$ cat config.mk
export PLATFORM = sky130hd
export DESIGN_NAME = pwrseq_top
export DESIGN_NICKNAME = d
export VERILOG_FILES = /design/src/rtl/pwrseq_pkg.sv /design/src/rtl/pwrseq_ramp_cmp.sv /design/src/rtl/pwrseq_wait_timer.sv /design/src/rtl/pwrseq_ctrl.sv /design/src/rtl/pwrseq_led.sv /design/src/rtl/pwrseq_top.sv
export SDC_FILE = /design/constraint.sdc
export NUM_CORES = 1
export LEC_CHECK = 0
export BUFFER_PORTS_ARGS = -buffer_cell sky130_fd_sc_hd__buf_4
export CAP_MARGIN = 10
export CORE_MARGIN = 2
export CORE_UTILIZATION = 45
export CTS_BUF_LIST = sky130_fd_sc_hd__clkbuf_16
export DETAILED_ROUTE_END_ITERATION = 10
export PLACE_DENSITY = 0.8
export REMOVE_ABC_BUFFERS = 1
export SKIP_CTS_REPAIR_TIMING = 1
export SLEW_MARGIN = 20
export SYNTH_ARGS = -nofsm -noshare
export SYNTH_HDL_FRONTEND = slang
export SYNTH_SLANG_ARGS = --single-unit
$ cat constraint.sdc
create_clock -name clk -period 2.5 [get_ports clk]
set_input_delay 0.375 -clock clk [delete_from_list [all_inputs] [get_ports clk]]
set_output_delay 0.375 -clock clk [all_outputs]
set_load 0.01 [all_outputs]
$ cat src/rtl/pwrseq_pkg.sv
package pwrseq_pkg;

  typedef enum logic [1:0] {
    SEQ_IDLE = 2'd0,
    SEQ_RISE = 2'd1,
    SEQ_FALL = 2'd2
  } seq_state_e;

  function automatic int unsigned idx_bits(input int unsigned n);
    return (n > 1) ? $clog2(n) : 1;
  endfunction

endpackage

$ cat src/rtl/pwrseq_ramp_cmp.sv
// Per-group ramp comparator: at-or-above high level, strictly below low level.
module pwrseq_ramp_cmp #(
  parameter int VW = 12
) (
  input  logic [VW-1:0] rail_mv,
  input  logic [VW-1:0] hi_mv,
  input  logic [VW-1:0] lo_mv,
  output logic          reached_hi,
  output logic          under_lo
);
  assign reached_hi = (rail_mv >= hi_mv);
  assign under_lo   = (rail_mv <  lo_mv);
endmodule

$ cat src/rtl/pwrseq_wait_timer.sv
// Wait counter: cleared by restart, counts up to limit and holds there.
module pwrseq_wait_timer #(
  parameter int TW = 16
) (
  input  logic          clk,
  input  logic          rst_n,
  input  logic          restart,
  input  logic [TW-1:0] limit,
  output logic          expired
);
  logic [TW-1:0] cnt_q;

  assign expired = (cnt_q == limit);

  always_ff @(posedge clk) begin
    if (!rst_n)        cnt_q <= '0;
    else if (restart)  cnt_q <= '0;
    else if (!expired) cnt_q <= cnt_q + 1'b1;
  end
endmodule

$ cat src/rtl/pwrseq_ctrl.sv
// Sequencing state machine: ordered enables, ramp waits, fault and timeout handling.
module pwrseq_ctrl
  import pwrseq_pkg::*;
#(
  parameter int NGRP = 3
) (
  input  logic            clk,
  input  logic            rst_n,
  input  logic            seq_on,
  input  logic            seq_off,
  input  logic            fault,
  input  logic [NGRP-1:0] grp_on,
  input  logic [NGRP-1:0] grp_off,
  input  logic [NGRP-1:0] reached_hi,
  input  logic [NGRP-1:0] under_lo,
  input  logic            expired,
  output logic [NGRP-1:0] grp_en,
  output logic            busy,
  output logic            done,
  output logic            timeout_err,
  output logic            timer_restart
);
  localparam int unsigned IW = idx_bits(NGRP);
  localparam logic [IW-1:0] TOP_IDX = IW'(NGRP - 1);

  seq_state_e      state_q;
  logic [IW-1:0]   idx_q;
  logic [NGRP-1:0] en_q;
  logic            done_q;
  logic            err_q;
  logic            sel_hi;
  logic            sel_lo;
  logic            step;

  always_comb begin
    sel_hi = reached_hi[idx_q];
    sel_lo = under_lo[idx_q];
    step   = ((state_q == SEQ_RISE) && (fault || sel_hi || expired)) ||
             ((state_q == SEQ_FALL) && (sel_lo || expired));
    timer_restart = (state_q == SEQ_IDLE) || step;
  end

  always_ff @(posedge clk) begin
    if (!rst_n) begin
      state_q <= SEQ_IDLE;
      idx_q   <= '0;
      en_q    <= '0;
      done_q  <= 1'b0;
      err_q   <= 1'b0;
    end else begin
      done_q <= 1'b0;
      unique case (state_q)
        SEQ_IDLE: begin
          if (fault) begin
            state_q       <= SEQ_FALL;
            idx_q         <= TOP_IDX;
            en_q[TOP_IDX] <= 1'b0;
          end else if (seq_off) begin
            state_q       <= SEQ_FALL;
            idx_q         <= TOP_IDX;
            en_q[TOP_IDX] <= 1'b0;
            err_q         <= 1'b0;
          end else if (seq_on) begin
            state_q <= SEQ_RISE;
            idx_q   <= '0;
            en_q[0] <= 1'b1;
            err_q   <= 1'b0;
          end else begin
            en_q <= (en_q | grp_on) & ~grp_off;
          end
        end
        SEQ_RISE: begin
          if (fault) begin
            state_q       <= SEQ_FALL;
            idx_q         <= TOP_IDX;
            en_q[TOP_IDX] <= 1'b0;
          end else if (sel_hi) begin
            if (idx_q == TOP_IDX) begin
              state_q <= SEQ_IDLE;
              done_q  <= 1'b1;
            end else begin
              idx_q                 <= idx_q + 1'b1;
              en_q[idx_q + 1'b1]    <= 1'b1;
            end
          end else if (expired) begin
            err_q       <= 1'b1;
            state_q     <= SEQ_FALL;
            en_q[idx_q] <= 1'b0;
          end
        end
        SEQ_FALL: begin
          if (sel_lo) begin
            if (idx_q == '0) begin
              state_q <= SEQ_IDLE;
              done_q  <= 1'b1;
            end else begin
              idx_q              <= idx_q - 1'b1;
              en_q[idx_q - 1'b1] <= 1'b0;
            end
          end else if (expired) begin
            err_q   <= 1'b1;
            state_q <= SEQ_IDLE;
          end
        end
        default: state_q <= SEQ_IDLE;
      endcase
    end
  end

  assign grp_en      = en_q;
  assign busy        = (state_q != SEQ_IDLE);
  assign done        = done_q;
  assign timeout_err = err_q;
endmodule

$ cat src/rtl/pwrseq_led.sv
// Status LEDs: group enabled and rail at or above its ramp-high level.
module pwrseq_led #(
  parameter int NGRP = 3
) (
  input  logic            clk,
  input  logic            rst_n,
  input  logic [NGRP-1:0] grp_en,
  input  logic [NGRP-1:0] reached_hi,
  output logic [NGRP-1:0] led
);
  always_ff @(posedge clk) begin
    if (!rst_n) led <= '0;
    else        led <= grp_en & reached_hi;
  end
endmodule

$ cat src/rtl/pwrseq_top.sv
module pwrseq_top #(
  parameter int NGRP = 3,
  parameter int VW   = 12,
  parameter int TW   = 16
) (
  input  logic               clk,
  input  logic               rst_n,
  input  logic               seq_on_req,
  input  logic               seq_off_req,
  input  logic               fault_req,
  input  logic [NGRP-1:0]    grp_on_req,
  input  logic [NGRP-1:0]    grp_off_req,
  input  logic [NGRP*VW-1:0] rail_mv,
  input  logic [NGRP*VW-1:0] ramp_hi_mv,
  input  logic [NGRP*VW-1:0] ramp_lo_mv,
  input  logic [TW-1:0]      wait_limit,
  output logic [NGRP-1:0]    grp_en,
  output logic               busy,
  output logic               done,
  output logic               timeout_err,
  output logic [NGRP-1:0]    led
);
  logic [NGRP-1:0] reached_hi;
  logic [NGRP-1:0] under_lo;
  logic            expired;
  logic            timer_restart;

  for (genvar g = 0; g < NGRP; g++) begin : g_cmp
    pwrseq_ramp_cmp #(.VW(VW)) u_cmp (
      .rail_mv    (rail_mv[g*VW +: VW]),
      .hi_mv      (ramp_hi_mv[g*VW +: VW]),
      .lo_mv      (ramp_lo_mv[g*VW +: VW]),
      .reached_hi (reached_hi[g]),
      .under_lo   (under_lo[g])
    );
  end

  pwrseq_wait_timer #(.TW(TW)) u_timer (
    .clk     (clk),
    .rst_n   (rst_n),
    .restart (timer_restart),
    .limit   (wait_limit),
    .expired (expired)
  );

  pwrseq_ctrl #(.NGRP(NGRP)) u_ctrl (
    .clk           (clk),
    .rst_n         (rst_n),
    .seq_on        (seq_on_req),
    .seq_off       (seq_off_req),
    .fault         (fault_req),
    .grp_on        (grp_on_req),
    .grp_off       (grp_off_req),
    .reached_hi    (reached_hi),
    .under_lo      (under_lo),
    .expired       (expired),
    .grp_en        (grp_en),
    .busy          (busy),
    .done          (done),
    .timeout_err   (timeout_err),
    .timer_restart (timer_restart)
  );

  pwrseq_led #(.NGRP(NGRP)) u_led (
    .clk        (clk),
    .rst_n      (rst_n),
    .grp_en     (grp_en),
    .reached_hi (reached_hi),
    .led        (led)
  );
endmodule

-- Yosys cells after proc, flatten, opt, wreduce, memory -nomap -nowiden
Cells that the tools add are included.
- input port bits: 135
- bits in registers: 28
- logic and storage cells: 137
- multiplexer cells: 58
- add/subtract/negate cells: 3
- reductions and logical operators: 21
- bitwise logic cells: 10
- equal/unequal tests: 24
- $lt $le $gt $ge: 12
- operator list (kind ; number):
    $mux W2 ; 22
    $ge A12 B12 Y1 ; 3
    $lt A12 B12 Y1 ; 3
    $mux W1 ; 21
    $reduce_and A6 Y1 ; 3
    $add A16 B1 Y16 const B ; 1
    $eq A16 B16 Y1 ; 1
    $ne A4 B4 Y1 const B ; 4
    $mux W3 ; 5
    $ne A2 B2 Y1 const B ; 7
    $and A3 B3 Y3 ; 4
    $ne A3 B3 Y1 const B ; 4
    $pmux W2 S3 ; 2
    $lt A2 B3 Y1 const B ; 3
    $not A3 Y3 ; 3
    $pmux W3 S3 ; 1
    $reduce_and A9 Y1 ; 1
    $reduce_and A8 Y1 ; 1
    $demux W1 S2 ; 3
    $ge A2 B1 Y1 const B ; 3
    $ne A3 B1 Y1 const B ; 2
    $or A3 B3 Y3 ; 2
    $logic_and A1 B1 Y1 ; 5
    $logic_or A1 B1 Y1 ; 5
    other kinds (16) ; 19

-- Depth between registers and ports, before layout
Gate-level depths: netlist (run 1).
- depth after elaboration: 10
- depth in mapped cells: 11

-- Modules after synthesis
A second synthesis (run 1) with hierarchy kept.
- cell total of the unflattened synthesis: 471
- area total of the unflattened synthesis: 3768.6 µm²
- by module, submodules not included (module ; times used ; area each (µm²) ; cells an instance):
    pwrseq_ramp_cmp ; 3 ; 586.8 ; 77
    pwrseq_ctrl ; 1 ; 968.4 ; 123
    pwrseq_wait_timer ; 1 ; 960.9 ; 111
    pwrseq_led ; 1 ; 78.8 ; 6

-- Least setup slack after synthesis (run 1)
No wires, ideal clock.
- kind: input port to flip-flop
- from: input port ramp_lo_mv[21]
- to: register u_ctrl.idx_q[1]
- path buffers: 0
- setup slack: 126 ps
- data required time: 2436 ps
- library setup time: 64 ps
- data arrival time: 2310 ps
- stages on the path: 10
- cell sequence: inv_1 ha_1 a21o_1 a21o_1 a2111oi_2 o21ai_1 a41oi_1 and3_1 mux2_2 nor2_1
- longest elaborated chain between the ends: 5
- ends and longest elaborated chain (element ; RTL line ; RTL):
    start, declared ; pwrseq_top.sv:15 ; input logic [NGRP*VW-1:0] ramp_lo_mv,
    $lt A12 B12 Y1 ; pwrseq_ramp_cmp.sv:12 ; assign under_lo = (rail_mv < lo_mv);
    $bmux W1 S2 ; pwrseq_ctrl.sv:37 ; sel_lo = under_lo[idx_q];
    $mux W1 (implied by the code) ; pwrseq_ctrl.sv:37 ;
    $ne A2 B1 Y1 (no source line) ; -- ;
    $reduce_and A6 Y1 (no source line) ; -- ;
    end signal, assigned ; pwrseq_ctrl.sv:82 ; idx_q <= idx_q + 1'b1;
    end signal, assigned ; pwrseq_ctrl.sv:97 ; idx_q <= idx_q - 1'b1;
    end, declared ; pwrseq_ctrl.sv:27 ; logic [IW-1:0] idx_q;
Every way passes these cells. The select of a mux whose other input is x is not followed.
A chain may end at the register's enable or synchronous reset.

-- Worst setup path after layout (run 1)
- from: input port rail_mv[21]
- to: register u_ctrl.idx_q[1]
- longest elaborated chain between the ends: 5
- elaborated cells between the ends (all ways): 9
- those cells by class: 2 x order compare; 2 x eq/ne; 4 x mux; 1 x reduce/logical
- ends and longest elaborated chain (element ; RTL line ; RTL):
    start, declared ; pwrseq_top.sv:13 ; input logic [NGRP*VW-1:0] rail_mv,
    $ge A12 B12 Y1 / $lt A12 B12 Y1 (equally long branches) ; pwrseq_ramp_cmp.sv:11, pwrseq_ramp_cmp.sv:12 ;
    $bmux W1 S2 (on tied branches) ; pwrseq_ctrl.sv:36, pwrseq_ctrl.sv:37 ;
    $mux W1 (on tied branches) ; pwrseq_ctrl.sv:36, pwrseq_ctrl.sv:37 ;
    $ne A3 B2 Y1 (no source line) / $ne A2 B1 Y1 (equally long branches) ; -- ;
    $reduce_and A6 Y1 (no source line) (*) ; -- ;
Mark *: on every way between the ends. The rest lies on a longest branch, timed or not. The select of a mux whose other input is x is not followed.

==> results of run 1 <==
[cell usage in the layout, fill, tap and decap left out, drive strengths merged, types with 5 or more instances in the layout]
| cell type | count |
|---|---|
| a21oi | 33 |
| nor3 | 6 |
| buf | 169 |
| nand3 | 12 |
| nor2 | 48 |
| and3 | 7 |
| o21ai | 29 |
| nor2b | 10 |
| xnor2 | 5 |
| nand4 | 13 |
| a211oi | 12 |
| xor2 | 26 |
| ha | 78 |
| dfxtp | 28 |
| nand2 | 34 |
| inv | 81 |
[logic make-up (layout without fill, tap and decap cells)]
| family | Yosys count | count (layout) | share of synthesized area (%) |
|---|---|---|---|
| multiplexers | 5 | 5 | 1.43 |
| XOR/XNOR | 31 | 31 | 7.58 |
| buffers and inverters | 91 | 255 | 9.71 |
| flip-flops | 28 | 28 | 15.7 |
| AND/OR/NAND/NOR | 141 | 141 | 19.1 |
| adder cells (fa/ha/maj) | 78 | 78 | 27.3 |
| AO/OA/AOI/OAI | 107 | 107 | 19.3 |
[registers in the layout (all words and copies together) (netlist names)]
name,cells
u_timer.cnt_q,16
u_ctrl.grp_en,3
u_led.led,3
u_ctrl.idx_q,2
u_ctrl.state_q,2
u_ctrl.done,1
u_ctrl.timeout_err,1
[per-stage QoR]
stage | instances | util [%] | setup TNS, ns | power, W
after detailed placement | 743 | 63.9 | -3.05 | 0.00187
after global placement | 743 | 63.9 | -1.70 | 0.00184
after floorplan | 472 | - | -1.45 | 0.00131
final | 747 | 65.3 | 0 | 0.00236
after global routing | 747 | 65.3 | -0.0277 | 0.00254
after CTS | 747 | 65.3 | 0 | 0.00236
[worst reg2reg max path, stage by stage, from the launching register on]
cell and delay, ns:
dfxtp_1 0.36, xor2_1 0.17, nor4_1 0.42, nand4_2 0.25, clkinv_2 0.16, o311a_2 0.21
a211oi_1 0.07, a211oi_2 0.33, mux2i_1 0.24
[metal layers]
metal / share of wire (%) / vias up / wire length [um] / track usage [%]
li1: - / 1989 / - / -
met1: 41 / 1719 / 3850 / 25.3
met2: 52 / 128 / 4790 / 41.8
met3: 5.8 / 12 / 540 / 3.55
met4: 1.3 / 0 / 121 / 4.41
met5: 0 / - / 0 / 0
[power breakdown]
group / internal, W / switching [W]
clock: 0.000319 / 0.000160
sequential: 0.000497 / 0.0000618
combinational: 0.000640 / 0.000680
[worst paths after layout]
kind                      from           endpoint  slack, ns
max                rail_mv[21]    u_ctrl.idx_q[1]       0.10
min                      rst_n        u_ctrl.done       0.43
max reg2reg   u_timer.cnt_q[0]  u_ctrl.state_q[0]       0.23
min reg2reg  u_ctrl.state_q[1]  u_ctrl.state_q[1]       0.51
[final cells by class]
class / count / area, um^2
fill: 664 / 2680
inverter: 82 / 309
tap: 102 / 128
clock inverter: 1 / 30.0
clock buffer: 3 / 75.1
multi-input combinational: 362 / 2680
timing repair buffer: 169 / 1270
sequential: 28 / 561
==> impl_metrics.ini, run 1 <==
[outcome]
status = finished, final reports clean

[clock_network]
clock_latency_ns = 0.26
cts_buffers = 3
cts_tree = done
numClockSinks = 28
cts-htree-levels = 1
clockBufferDepth = 2
clk_pin_slew_ns = 0.07
clock-root-buffer = clkbuf_16

[setup_path]
cp.arrival_ns = 2.60
crit_chain = buf_4 > ha_1 > a21o_1 > a21o_1 > a2111oi_2 > o21ai_1 > a41oi_1 > and3_1 > mux2_2 > nor2_1
critical_path_buf_inv_count = 1
cp_top_family = compound AO/OA/AOI/OAI gates
cpMaxStageDelayCell = mux2_2
crit_required_ns = 2.71
cp-end-kind = flop
cpMostUsedCell = a21o_1
cp.depth = 10
cpPeakStageDelay_ns = 0.34
crit_fanout = 3
crit_type = in -> reg
reg2reg_depth = 8
cp-start-kind = input pin

[logic_synthesis]
syn_inst = 481
synth_area_mm2 = 0.00358
yosysUniqueCellTypes = 54
ys_warn_count = 0
ys_ff_latch = 28
synth_top_area_share_pct = 27.3
synth-edff-count = 0
synth-async-reset-ratio_pct = 0
yosys_most_used_dff = dfxtp_1
synthTopCellsByCount = 81 x inv_1, 78 x ha_1, 48 x nor2_1
synthTopCellsByArea = ha_1 27%, dfxtp_1 16%, inv_1 8.5%, xor2_1 6.4%, nor2_1 5.0%
synth.most_common_cell = inv_1
syn_area_per_cell_um2 = 7.44
ys_seq_area_share_pct = 15.7
yosys.area.top_type = ha_1

[placed_design]
dp_slack_ns = -0.172
gp_congestion = 0.935
portBuffers = 143
place_area_mm2 = 0.00494
hpwlAfterDp_um = 8200

[timing]
tightestPinTransition_ns = 0.437
max-slew-margin-rel_pct = 70.8
timing.final.ws_setup_ns = 0.104
rsz0062_at_grt = true
max_freq_ghz = 0.417
hold_slack_ns = 0.426
report.final.slew_viol_count = 0
fin_crit_ns = 2.40
fin_skew_ns = 0.00266
finalHoldViolations = 0
timing.final.crit_share_pct = 95.8
setup-violations-final = 0

[finish]
design_area_mm2 = 0.00505
drive_above_1_share_pct = 28.8
antenna_cells = 0
area_growth_pct = 41.0
nNetsFinal = 859

[detailed_routing]
drtIter0Drc = 154
via_count = 3848
drt_wl_total_um = 9310
ant_nets = 0
via_per_inst = 5.15
routedWlPerCell_um = 12.5
drc = 0
firstDrtPassIters = 4

[global_route]
grt_max_degree = 17
grt-ovfl-total = 0
grt_pass1_vias = 3768
antenna_found_initial = 0
grtUsageTotal_pct = 21.8
grt_first_pass_wirelength_um = 15800

[pwr]
irDropWorstVdd_mv = 0.321
power_density_mw_per_mm2 = 467
p_leak_nw = 2.72

[floorplanning]
io_pins = 144
dieWidth_um = 93.2
die_y_um = 93.2
design.die.area_mm2 = 0.00869
start_util_pct = 46.3
core_area_mm2 = 0.00773
rows = 32

[worst_hold_path]
whs_path_depth = 3
hold_class = in -> reg

[flow_run]
maxCapViolations = 0
Power figures use the tool's default switching activity.
==> inputs of run 2 (changes only) <==
==> constraint.sdc (replaced) <==
create_clock -name clk -period 2.5 [get_ports clk]
set_input_delay 0.25 -clock clk [delete_from_list [all_inputs] [get_ports clk]]
set_output_delay 0.25 -clock clk [all_outputs]
set_load 0.01 [all_outputs]
==> run 2 against run 1 <==
Against the previous run: critical path depth is 2 lower; worst setup slack better by 0.11 ns; sequential cell count is the same; clock power rose by 2%; highest routed layer unchanged.
==> impl_metrics.ini, run 2 (synthesized netlist as in run 1, its figures left out) <==
[worst_hold_path]
hold_class = in -> reg

[timing]
rsz0062_at_grt = false
max-slew-margin-rel_pct = 66.6
fin_crit_ns = 2.29
timing.final.crit_share_pct = 91.6
max_freq_ghz = 0.437
setup-violations-final = 0
report.final.slew_viol_count = 0
fin_skew_ns = 0.00192
finalHoldViolations = 0
tightestPinTransition_ns = 0.501

[pwr]
power_density_mw_per_mm2 = 474
p_leak_nw = 2.67
irDropWorstVdd_mv = 0.360

[detailed_routing]
highest-signal-layer = met4
drtIter0Drc = 156
via_count = 3812
route.met2.wl_um = 4820
via_per_inst = 5.19
wl_met1_um = 3990
drt_wl_total_um = 9400
ant_nets = 0
drc = 0
routedWlPerCell_um = 12.8
firstDrtPassIters = 4
wl_met3_um = 490

[setup_path]
crit_required_ns = 2.70
crit_chain = xor2_1 > nor4_1 > nand4_2 > clkinv_2 > o311a_2 > a211oi_1 > a211oi_2 > mux2i_1
cpMaxStageDelayCell = nor4_1
crit_type = reg -> reg
cp-end-kind = flop
crit_fanout = 6
reg2reg_slack_ns = 0.21
cpPeakStageDelay_ns = 0.42
cp.arrival_ns = 2.49
cp-start-kind = flop

[finish]
design_area_mm2 = 0.00495
drive_above_1_share_pct = 27.2
utilization_pct = 64.1
antenna_cells = 0
area_growth_pct = 38.3
area.sequential_um2 = 561
multi_input_area_mm2 = 0.00267
nNetsFinal = 847
regMostFlops = u_timer.cnt_q
fin_cells = 735
largest_register_ffs = 16
layout_common_cells = 157 x buf_4, 81 x inv_1, 78 x ha_1
final_common_cell = buf_4
fill_cells = 695

[placed_design]
gp_congestion = 0.908
portBuffers = 143
dp.cells = 731
place_area_mm2 = 0.00485
hpwlAfterDp_um = 8000

[floorplanning]
dieWidth_um = 93.2
design.die.area_mm2 = 0.00869
die_y_um = 93.2
start_util_pct = 46.3
rows = 32
core_area_mm2 = 0.00773
io_pins = 144

[global_route]
grt_first_pass_wirelength_um = 15900
grt_pass1_vias = 3825
antenna_found_initial = 0
grt_max_degree = 17
grt-ovfl-total = 0
grtUsageTotal_pct = 21.8

[clock_network]
clockBufferDepth = 2
numClockSinks = 28
clk_pin_slew_ns = 0.07
cts_tree = done
clock_latency_ns = 0.27
cts-htree-levels = 1
clock-root-buffer = clkbuf_16
cts_buffers = 3

[outcome]
status = finished, final reports clean

[flow_run]
maxCapViolations = 0
-- run 2: area by class of cell --
| class | count | area share (%) |
|---|---|---|
| Clock inverter | 1 | 0.606 |
| Timing Repair Buffer | 157 | 23.8 |
| Tap cell | 102 | 2.58 |
| Multi-Input combinational cell | 362 | 54.0 |
| Sequential cell | 28 | 11.3 |
| Inverter | 82 | 6.24 |
| Clock buffer | 3 | 1.52 |
-- run 2: final timing paths --
path,depth (start not counted),start,to
max reg2reg,8,u_timer.cnt_q[0],u_ctrl.state_q[1]
max,8,u_timer.cnt_q[0],u_ctrl.state_q[1]
min reg2reg,2,u_ctrl.state_q[1],u_ctrl.state_q[1]
min,3,rst_n,u_ctrl.done
-- run 2: critical path: cells and delay by family (launching register included) --
family                    cells  cell delay [ns]
and+or+nand+nor               2             0.70
AOI/OAI and AO/OA             3             0.58
muxes                         1             0.23
buffers and inverters         1             0.16
xor gates and xnor gates      1             0.17
DFF                           1             0.36
-- run 2: stage by stage --
| step | hold slack (ns) | power, W | setup TNS [ns] | setup WS [ns] |
|---|---|---|---|---|
| floorplan | 0.375 | 0.00131 | -0.111 | -0.0554 |
| global placement | 0.483 | 0.00182 | 0 | 0.0204 |
| detailed placement | 0.510 | 0.00185 | -0.112 | -0.0484 |
| CTS | 0.307 | 0.00235 | 0 | 0.216 |
| global route | 0.313 | 0.00253 | 0 | 0.0147 |
| finish | 0.314 | 0.00235 | 0 | 0.210 |
-- run 2: power breakdown --
group	leakage [nW]	switching (W)	internal, W	total [W]
Sequential	0.227	0.0000601	0.000497	0.000557
Clock	0.0511	0.000169	0.000319	0.000488
Combinational	2.39	0.000685	0.000618	0.00130
Total	2.67	0.000914	0.00143	0.00235
-- run 2: metal layers --
metal  up-vias  track usage, %
met5         -               0
met1      1716            25.4
li1       1968               -
met3         8            3.06
met4         0            5.76
met2       120            41.5
